===== src/rtl/ras_pkg.sv =====
package ras_pkg;

  typedef enum logic [2:0] {
    RAS_IDLE,
    RAS_PUSH,
    RAS_POP,
    RAS_SWAP,
    RAS_RESTORE,
    RAS_UNDO
  } ras_op_e;

  // Priority: restore, then undo, then the speculative push/pop pair.
  function automatic ras_op_e decode_op(input logic push, input logic pop,
                                        input logic restore, input logic undo);
    ras_op_e op;
    if (restore)          op = RAS_RESTORE;
    else if (undo)        op = RAS_UNDO;
    else if (push && pop) op = RAS_SWAP;
    else if (push)        op = RAS_PUSH;
    else if (pop)         op = RAS_POP;
    else                  op = RAS_IDLE;
    return op;
  endfunction

  function automatic int unsigned ret_offset(input int unsigned delay_slot,
                                             input int unsigned inst_bytes);
    return (delay_slot != 0) ? 2 * inst_bytes : inst_bytes;
  endfunction

endpackage


===== src/rtl/ras_ptr_ctrl.sv =====
module ras_ptr_ctrl
  import ras_pkg::*;
#(
  parameter int unsigned DEPTH = 16,
  localparam int unsigned IW = $clog2(DEPTH),
  localparam int unsigned CW = $clog2(DEPTH + 1)
) (
  input  logic          clk,
  input  logic          rst_n,
  input  ras_op_e       op,
  input  logic [IW-1:0] fix_idx,
  output logic [IW-1:0] tos,
  output logic [CW-1:0] occ,
  output logic          wr_en,
  output logic [IW-1:0] wr_idx,
  output logic          wr_from_fix
);

  localparam logic [IW-1:0] LAST_IDX = IW'(DEPTH - 1);
  localparam logic [CW-1:0] FULL_CNT = CW'(DEPTH);

  logic [IW-1:0] tos_inc, tos_dec, tos_nxt;
  logic [CW-1:0] occ_inc, occ_dec, occ_nxt;

  assign tos_inc = (tos == LAST_IDX) ? '0 : tos + 1'b1;
  assign tos_dec = (tos == '0) ? LAST_IDX : tos - 1'b1;
  assign occ_inc = (occ == FULL_CNT) ? occ : occ + 1'b1;
  assign occ_dec = (occ == '0) ? occ : occ - 1'b1;

  always_comb begin
    tos_nxt     = tos;
    occ_nxt     = occ;
    wr_en       = 1'b0;
    wr_idx      = tos;
    wr_from_fix = 1'b0;
    unique case (op)
      RAS_RESTORE: begin
        tos_nxt     = fix_idx;
        occ_nxt     = occ_inc;
        wr_en       = 1'b1;
        wr_idx      = fix_idx;
        wr_from_fix = 1'b1;
      end
      RAS_UNDO, RAS_POP: begin
        tos_nxt = tos_dec;
        occ_nxt = occ_dec;
      end
      RAS_PUSH: begin
        tos_nxt = tos_inc;
        occ_nxt = occ_inc;
        wr_en   = 1'b1;
        wr_idx  = tos_inc;
      end
      RAS_SWAP: begin
        occ_nxt = (occ == '0) ? CW'(1) : occ;
        wr_en   = 1'b1;
        wr_idx  = tos;
      end
      default: ;
    endcase
  end

  always_ff @(posedge clk or negedge rst_n) begin
    if (!rst_n) begin
      tos <= '0;
      occ <= '0;
    end else begin
      tos <= tos_nxt;
      occ <= occ_nxt;
    end
  end

  // occupancy never exceeds the stack depth
  p_occ_bound_r6: assert property (@(posedge clk) disable iff (!rst_n)
    occ <= FULL_CNT);

  // pushing into a full stack keeps it full and wraps the pointer
  p_full_push_r6: assert property (@(posedge clk) disable iff (!rst_n)
    (op == RAS_PUSH && occ == FULL_CNT) |=> (occ == FULL_CNT));

  // popping an empty stack leaves it empty
  p_empty_pop_r7: assert property (@(posedge clk) disable iff (!rst_n)
    (op == RAS_POP && occ == '0) |=> (occ == '0));

endmodule


===== src/rtl/ras_entry_store.sv =====
module ras_entry_store #(
  parameter int unsigned DEPTH = 16,
  parameter int unsigned AW    = 32,
  localparam int unsigned IW = $clog2(DEPTH)
) (
  input  logic          clk,
  input  logic          rst_n,
  input  logic          wr_en,
  input  logic [IW-1:0] wr_idx,
  input  logic [AW-1:0] wr_data,
  input  logic [IW-1:0] rd_idx,
  output logic [AW-1:0] rd_data
);

  logic [AW-1:0] slot [DEPTH];

  for (genvar g = 0; g < DEPTH; g++) begin : g_slot
    always_ff @(posedge clk or negedge rst_n) begin
      if (!rst_n)                            slot[g] <= '0;
      else if (wr_en && wr_idx == IW'(g))    slot[g] <= wr_data;
    end
  end

  assign rd_data = slot[rd_idx];

endmodule


===== src/rtl/ras_spec_stack.sv =====
module ras_spec_stack
  import ras_pkg::*;
#(
  parameter int unsigned DEPTH      = 16,
  parameter int unsigned AW         = 32,
  parameter int unsigned INST_BYTES = 4,
  parameter int unsigned DELAY_SLOT = 0,
  localparam int unsigned IW = $clog2(DEPTH),
  localparam int unsigned CW = $clog2(DEPTH + 1)
) (
  input  logic          clk,
  input  logic          rst_n,
  input  logic          call_valid,
  input  logic [AW-1:0] call_pc,
  input  logic          ret_valid,
  input  logic          fix_restore,
  input  logic [IW-1:0] fix_idx,
  input  logic [AW-1:0] fix_target,
  input  logic          fix_undo_push,
  output logic [AW-1:0] pred_target,
  output logic [IW-1:0] top_idx,
  output logic [CW-1:0] occupancy
);

  localparam logic [AW-1:0] RET_OFS = AW'(ret_offset(DELAY_SLOT, INST_BYTES));

  ras_op_e       op;
  logic          wr_en, wr_from_fix;
  logic [IW-1:0] wr_idx;
  logic [AW-1:0] push_addr, wr_data;

  assign op        = decode_op(call_valid, ret_valid, fix_restore, fix_undo_push);
  assign push_addr = call_pc + RET_OFS;
  assign wr_data   = wr_from_fix ? fix_target : push_addr;

  ras_ptr_ctrl #(.DEPTH(DEPTH)) u_ctrl (
    .clk         (clk),
    .rst_n       (rst_n),
    .op          (op),
    .fix_idx     (fix_idx),
    .tos         (top_idx),
    .occ         (occupancy),
    .wr_en       (wr_en),
    .wr_idx      (wr_idx),
    .wr_from_fix (wr_from_fix)
  );

  ras_entry_store #(.DEPTH(DEPTH), .AW(AW)) u_store (
    .clk     (clk),
    .rst_n   (rst_n),
    .wr_en   (wr_en),
    .wr_idx  (wr_idx),
    .wr_data (wr_data),
    .rd_idx  (top_idx),
    .rd_data (pred_target)
  );

  // after a lone push the new top holds the return address
  p_push_top_r2: assert property (@(posedge clk) disable iff (!rst_n)
    (call_valid && !ret_valid && !fix_restore && !fix_undo_push)
      |=> (pred_target == $past(call_pc) + RET_OFS));

  // push with pop keeps the index and replaces the top
  p_swap_r5: assert property (@(posedge clk) disable iff (!rst_n)
    (call_valid && ret_valid && !fix_restore && !fix_undo_push)
      |=> (top_idx == $past(top_idx) && pred_target == $past(call_pc) + RET_OFS));

  // restore wins and lands the saved index and target
  p_restore_r8: assert property (@(posedge clk) disable iff (!rst_n)
    fix_restore |=> (top_idx == $past(fix_idx) && pred_target == $past(fix_target)));

  // undo-push steps the index back by one regardless of push/pop
  p_undo_r9: assert property (@(posedge clk) disable iff (!rst_n)
    (fix_undo_push && !fix_restore) |=> (top_idx == IW'($past(top_idx) - 1'b1)));

  // a lone pop on a non-empty stack lowers occupancy by one
  p_pop_occ_r4: assert property (@(posedge clk) disable iff (!rst_n)
    (ret_valid && !call_valid && !fix_restore && !fix_undo_push && occupancy != '0)
      |=> (occupancy == $past(occupancy) - 1'b1));

endmodule


===== config.mk =====
export PLATFORM = sky130hd
export DESIGN_NAME = ras_spec_stack
export DESIGN_NICKNAME = d
export VERILOG_FILES = /design/src/rtl/ras_pkg.sv /design/src/rtl/ras_ptr_ctrl.sv /design/src/rtl/ras_entry_store.sv /design/src/rtl/ras_spec_stack.sv
export SDC_FILE = /design/constraint.sdc
export NUM_CORES = 1
export LEC_CHECK = 0
export ABC_AREA = 0
export ABC_CLOCK_PERIOD_IN_PS = 7250
export BUFFER_PORTS_ARGS = -buffer_cell sky130_fd_sc_hd__buf_2
export CORE_ASPECT_RATIO = 1.1
export CORE_UTILIZATION = 60
export CTS_CLUSTER_SIZE = 24
export DETAILED_ROUTE_END_ITERATION = 10
export PLACE_DENSITY = 0.78
export SLEW_MARGIN = 20
export SYNTH_ARGS = -nofsm -noshare
export SYNTH_HDL_FRONTEND = slang
export SYNTH_HIERARCHICAL = 1
export SYNTH_SLANG_ARGS = --single-unit

===== constraint.sdc =====
create_clock -name clk -period 7.25 [get_ports clk]
set_input_delay 1.0875 -clock clk [delete_from_list [all_inputs] [get_ports clk]]
set_output_delay 1.0875 -clock clk [all_outputs]
set_load 0.05 [all_outputs]

==> results of run 1 <==
[synthesized netlist by cell type, types with 7 or more instances]
master	instances	area share, %
nand3_1	17	0.34
inv_1	10	0.15
nand2b_1	8	0.20
dfrtp_1	521	53
mux4_2	128	12
clkbuf_1	76	1.2
nand2_1	81	1.2
mux2_1	9	0.41
mux2_2	510	23
xor2_1	20	0.71
o21ai_0	24	0.49
nand4_1	8	0.20
and3_1	7	0.18
xnor2_1	11	0.39
buf_2	60	1.2
a22oi_1	66	2.0
nor2_1	32	0.49
a21oi_1	9	0.18
[cell type report]
| class | instances | area, sq um | share of cell area [%] |
|---|---|---|---|
| well taps | 513 | 642 | 2.32 |
| multi-input cells | 1009 | 11100 | 40.3 |
| inverters | 12 | 45.0 | 0.163 |
| repair buffers | 164 | 1050 | 3.79 |
| clock buffers | 83 | 1610 | 5.83 |
| clock inverters | 9 | 97.6 | 0.353 |
| flip-flops and latches | 521 | 13000 | 47.2 |
[layer usage]
metal | vias up | part of all wire, % | wire length, microns | global-route usage (%)
li1 | 6385 | - | - | -
met1 | 8060 | 41 | 24500 | 40.4
met2 | 507 | 49 | 28700 | 47.0
met3 | 153 | 6.1 | 3580 | 5.26
met4 | 6 | 3.8 | 2240 | 10.8
met5 | - | 0.059 | 35 | 0
[cells by family (layout without fill, tap and decap cells)]
| family | Yosys count | count (layout) | share of synthesized area [%] |
|---|---|---|---|
| xor+xnor | 32 | 32 | 1.16 |
| compound gates | 133 | 133 | 3.74 |
| mux | 651 | 651 | 35.4 |
| buf+inv | 157 | 268 | 2.81 |
| simple gates | 186 | 186 | 3.77 |
| flops | 521 | 521 | 52.7 |
| fa+ha+maj | 7 | 7 | 0.384 |
[power breakdown]
part	internal (W)	switching [W]	leakage, nW	total, W
Combinational	0.00216	0.00203	4.82	0.00419
Clock	0.00158	0.00109	0.843	0.00267
Sequential	0.00430	0.000759	6.50	0.00506
[path summary, 6_finish.rpt]
check | cells after the start | endpoint | slack [ns]
hold / removal | 1 | u_store/slot[322] | 0.44
min in group clk | 1 | u_store/slot[378] | 0.49
setup / recovery | 6 | pred_target[25] | 2.22
hold reg to reg | 1 | u_store/slot[378] | 0.49
max in group asynchronous | 3 | u_store/slot[17] | 5.03
setup reg to reg | 8 | u_store/slot[184] | 3.08
[cells in the final DEF, fill, tap and decap left out, types with 3 or more instances in the layout]
cell type	instances
a22oi_1	66
buf_12	4
inv_1	10
buf_2	113
nand2_1	80
mux4_2	128
o31ai_1	3
xor2_1	20
o22ai_1	4
clkinv_2	6
or3_2	3
nor4_1	4
mux2_1	9
clkbuf_16	53
nor3_1	4
a21oi_1	9
xnor2_1	11
ha_1	6
and3_1	6
o21ai_0	24
nand3_1	17
nor2_1	21
o21ai_1	3
buf_4	44
o21ai_2	5
nand3b_1	3
dfrtp_1	519
nand2b_1	7
mux2_2	510
nand4_1	8
mux2i_1	4
a31oi_1	3
nor2_4	11
clkbuf_8	17
clkbuf_1	13
[through the flow]
step	power [W]	cell area [sq um]	cells	utilization (%)	hold WS (ns)
4_1_cts	0.0120	27500	2309	68.1	0.495
5_1_grt	0.0125	27600	2311	68.2	0.463
3_3_place_gp	0.00903	25800	2216	63.8	0.465
3_5_place_dp	0.00925	25800	2217	63.9	0.482
2_1_floorplan	0.00813	24700	1687	-	0.453
6_report	0.0119	27600	2311	68.2	0.443
[registers in the layout (all words and copies together) (netlist names)]
register,cells
u_ctrl/tos,4
u_ctrl/occ,5
u_store/slot,512
==> flow_summary.yaml, run 1 <==
placed_design:
  portBuffers: 114
  pre_cts_ws_ns: 2.33
  place_congestion: 0.823
  dp_hpwl_microns: 35200
timing:
  fin_ws_ns: 2.22
  grt_setup_unrepaired: "no"
  fmax_mhz: 199
  slew-limit-headroom_pct: 23.2
  final_hold_viol_count: 0
  clock_skew_ns: 0.0111
  fin_crit_sh_pct: 69.4
  min_period_ns: 5.03
  tightestPinTransition_ns: 1.15
  drv_slew: 0
  setup_viol: 0
  finalSetupTns_ns: 0
drt:
  dr_total_vias: 15100
  wl_per_cell_microns: 25.5
  wirelength_microns: 59000
  ant_nets: 0
  drcViolationCount: 0
  firstDrtPassIters: 5
  vias_per_cell: 6.54
  first_iter_violations: 968
clocking:
  clock_latency_ns: 0.57
  clock_path_buffers: 3
  cts_resized: 0
  clock-sinks: 521
  cts_root_buf: "clkbuf_16"
  hold_buffers: 0
  numCtsBuffers: 52
  postCtsSetupBuffers: 0
  cts_tree: "built"
  clk_pin_slew_ns: 0.06
  htreeDepth: 2
critical_path:
  timing.critical_path.buf_inv: 3
  cp_slowest_stage_delay_ns: 0.92
  r2r_start: "u_ctrl/tos[2]"
  worstPathArrival_ns: 3.94
  cp_cell_sequence: "buf_4 -> buf_4 -> mux4_2 -> a22oi_1 -> nand2_1 -> buf_2"
  cp-startpoint: "u_ctrl/tos[1]"
  path_max_fanout: 71
  crit_path_frequent_cell: "buf_4"
  required_ns: 6.16
  cpLargestDelayFamily: "buffers and inverters"
  cpMaxStageDelayCell: "buf_4"
  path_class: "reg2out"
  end_kind: "primary output"
  critPathLaunchType: "register"
synthesis:
  synthArstFlopShare_pct: 100
  syn_nets: 1768
  synth_area_sq_um: 24700
  synth_edf_count: 0
  synth_cell_types: 62
  ys.flop_type: "dfrtp_1"
  ys_ff_latch: 521
  yosysWarnings: 6
  postSynthCellCount: 1687
  avgSynthCellArea_sq_um: 14.7
  seq_area_frac_synth_pct: 52.7
floorplan:
  start_util_pct: 61.1
  dieArea_sq_um: 42100
  core_sq_um: 40500
  die_y_microns: 215
  die_w_microns: 196
  io_pins: 115
  row_count: 77
power_and_ir_drop:
  power_density_nw_per_um2: 432
  ir_drop_v: 0.000319
  p_leak_nw: 12.2
finish:
  antenna_cells: 0
  area_delta_synth_final_pct: 11.6
  drive_above_1_share_pct: 51.3
  fillers: 2743
  layout.nets: 1841
global_route:
  grt_pass1_vias: 15800
  gr-total-overflow: 0
  antenna_found_initial: 3
  grt_pass1_wl_microns: 93700
  grt_max_degree: 188
  grt.total_usage_pct: 29.3
hold_path:
  min_path_type: "in2async"
run_status:
  outcome: "complete, no violations"
flow_run:
  maxCapViolCount: 0
No activity file was read; power rests on OpenSTA's default activity.
==> run 2: changes to the inputs <==
--- a/config.mk
+++ b/config.mk
@@ -5,8 +5,8 @@
 export SDC_FILE = /design/constraint.sdc
 export NUM_CORES = 1
 export LEC_CHECK = 0
-export ABC_AREA = 0
-export ABC_CLOCK_PERIOD_IN_PS = 7250
+export ABC_AREA = 1
+export ABC_CLOCK_PERIOD_IN_PS = 4900
 export BUFFER_PORTS_ARGS = -buffer_cell sky130_fd_sc_hd__buf_2
 export CORE_ASPECT_RATIO = 1.1
 export CORE_UTILIZATION = 60
==> constraint.sdc (replaced) <==
create_clock -name clk -period 4.9 [get_ports clk]
set_input_delay 0.735 -clock clk [delete_from_list [all_inputs] [get_ports clk]]
set_output_delay 0.735 -clock clk [all_outputs]
set_load 0.05 [all_outputs]
==> flow_summary.yaml, run 2 <==
clocking:
  cts_resized: 0
  clock_latency_ns: 0.61
  postCtsSetupBuffers: 0
  clk_pin_slew_ns: 0.06
  numCtsBuffers: 53
  htreeDepth: 2
  cts_tree: "built"
  clock_path_buffers: 3
  cts_root_buf: "clkbuf_16"
  hold_buffers: 0
  clock-sinks: 521
synthesis:
  avgSynthCellArea_sq_um: 7.31
  netlist_top_cells_area: "dfrtp_1 49%, nand2_1 18%, o21ai_0 10%, nand3_1 8.2%, inv_1 7.0%"
  postSynthCellCount: 3651
  synth_cell_types: 38
  synth_top_cell_area_share_pct: 48.8
  yosys.area.top_type: "dfrtp_1"
  syn_nets: 3732
  synth.most_common_cell: "nand2_1"
  synthTopCellsByCount: "1272 x nand2_1, 533 x o21ai_0, 521 x dfrtp_1"
  ys_ff_latch: 521
  synth_edf_count: 0
  synthArstFlopShare_pct: 100
  ys.flop_type: "dfrtp_1"
  seq_area_frac_synth_pct: 48.8
  synth_area_sq_um: 26700
  yosysWarnings: 6
critical_path:
  critPathLaunchType: "register"
  end_kind: "primary output"
  path_max_fanout: 59
  path_class: "reg2out"
  cp_cell_sequence: "buf_4 -> buf_4 -> nand3_1 -> nand3_1 -> nand3_1 -> nand2_1 -> buf_2"
  worstPathArrival_ns: 3.62
  required_ns: 4.16
  cp_slowest_stage_delay_ns: 0.77
  crit_path_frequent_cell: "nand3_1"
  cpMaxStageDelayCell: "buf_4"
drt:
  drcViolationCount: 0
  dr_total_vias: 23800
  ant_nets: 0
  firstDrtPassIters: 6
  first_iter_violations: 2532
  wirelength_microns: 73400
  wl_per_cell_microns: 17.1
  vias_per_cell: 5.56
timing:
  final_hold_viol_count: 0
  slew-limit-headroom_pct: 17.6
  drv_slew: 0
  fmax_mhz: 229
  tightestPinTransition_ns: 1.24
  finalSetupTns_ns: 0
  setup_viol: 0
  clock_skew_ns: 0.0109
  grt_setup_unrepaired: "no"
  hold_slack_ns: 0.172
  fin_crit_sh_pct: 88.9
  min_period_ns: 4.36
floorplan:
  start_util_pct: 61.2
  die_w_microns: 203
  dieArea_sq_um: 45300
  die_y_microns: 223
  row_count: 80
  core_sq_um: 43600
  io_pins: 115
placed_design:
  placed_cell_area_sq_um: 27700
  place_congestion: 0.949
  portBuffers: 114
  dp_hpwl_microns: 43500
run_status:
  outcome: "complete, no violations"
finish:
  largest_reg_flops: 512
  final_common_cell: "nand2_1"
  fin_util_pct: 67.4
  antenna_cells: 0
  layout_common_cells: "1272 x nand2_1, 533 x o21ai_0, 517 x dfrtp_1"
  top_register: "u_store/slot"
  layout.nets: 3747
  postLayoutCellArea_sq_um: 29400
  area_delta_synth_final_pct: 10.2
  reg.largest.list: "u_store/slot: 512 flops, u_ctrl/occ: 5 flops, u_ctrl/tos: 4 flops"
  drive_above_1_share_pct: 9.12
global_route:
  grt_pass1_vias: 22100
  grt_max_degree: 227
  grt.total_usage_pct: 33.1
  antenna_found_initial: 0
  grt_pass1_wl_microns: 118000
  gr-total-overflow: 0
power_and_ir_drop:
  switching_power_w: 0.00721
  intPower_w: 0.0109
  ir_drop_v: 0.000354
  seqPwrFrac_pct: 40.3
  p_total_w: 0.0181
  clkPwrFrac_pct: 22.5
  power_density_nw_per_um2: 615
  switching_share_pct: 39.9
  pwr-share-comb_pct: 37.3
  p_leak_nw: 15.0
hold_path:
  min_path_type: "in2async"
flow_run:
  maxCapViolCount: 0
==> run 2: cell count changes in the layout (fill, tap and decap cells not counted), moves of 13 or more <==
cell     previous run  this run
a22oi_1            66         0
buf_12              4        18
inv_1              10       497
mux2_2            510         0
mux4_2            128         0
nand2_1            80      1272
nand3_1            17       437
nor2_1             21        46
nor2_2              0        13
o21ai_0            24       533
o21ai_1             3        24
xor2_1             20         4
==> run 2: logic make-up after synthesis <==
logic type | share of synthesized area (%)
AO/OA/AOI/OAI | 10.9
XOR/XNOR | 0.131
adder cells (fa/ha/maj) | 0.356
buffers and inverters | 10.9
flip-flops | 48.8
AND/OR/NAND/NOR | 28.9
==> run 2: critical path: cells and delay by family, from the launching register on <==
kind	cells	cell delay, ns
AND/OR/NAND/NOR	4	0.61
buffers and inverters	3	1.75
flip-flops	1	0.60
==> run 2: path summary, 6_finish.rpt <==
kind / startpoint / to / slack [ns] / cells after the start
min in group clk: fix_idx[3] / u_ctrl/tos[3] / 0.41 / 3
worst min register to register: u_store/slot[124] / u_store/slot[124] / 0.48 / 2
max in group asynchronous: rst_n / u_store/slot[241] / 3.57 / 2
worst max register to register: u_ctrl/tos[1] / u_store/slot[400] / 1.63 / 11
worst min-delay path: rst_n / u_ctrl/occ[4] / 0.17 / 1
worst max-delay path: u_ctrl/tos[1] / pred_target[25] / 0.54 / 7
==> run 2: final cells by class <==
type                    count  area, sq um
repair buffers            168         1210
clock buffers              75         1580
fillers                  3737        14200
flip-flops and latches    521        13000
multi-input cells        2414        10800
inverters                 508         1910
clock inverters            22          170
well taps                 574          718
==> run 2: layer usage <==
| layer | global-route usage [%] | part of all wire, % |
|---|---|---|
| met5 | 0 | 0 |
| met4 | 10.5 | 2.7 |
| met3 | 5.78 | 9.4 |
| met2 | 52.5 | 46 |
| met1 | 46.5 | 42 |
==> run 2: through the flow <==
step           worst slack [ns]  instances
3_3_place_gp              0.821       4185
4_1_cts                   0.570       4282
3_5_place_dp              0.706       4185
6_report                  0.542       4282
5_1_grt                   0.364       4282
2_1_floorplan              1.94       3651
==> run 2: power groups by stage <==
| stage | combinational, W | clock, W | sequential (W) |
|---|---|---|---|
| global placement | 0.00645 | 0 | 0.00725 |
| detailed placement | 0.00663 | 0 | 0.00731 |
| finish | 0.00674 | 0.00406 | 0.00729 |
| floorplan | 0.00498 | 0 | 0.00718 |
| global route | 0.00765 | 0.00428 | 0.00751 |
| CTS | 0.00671 | 0.00412 | 0.00726 |
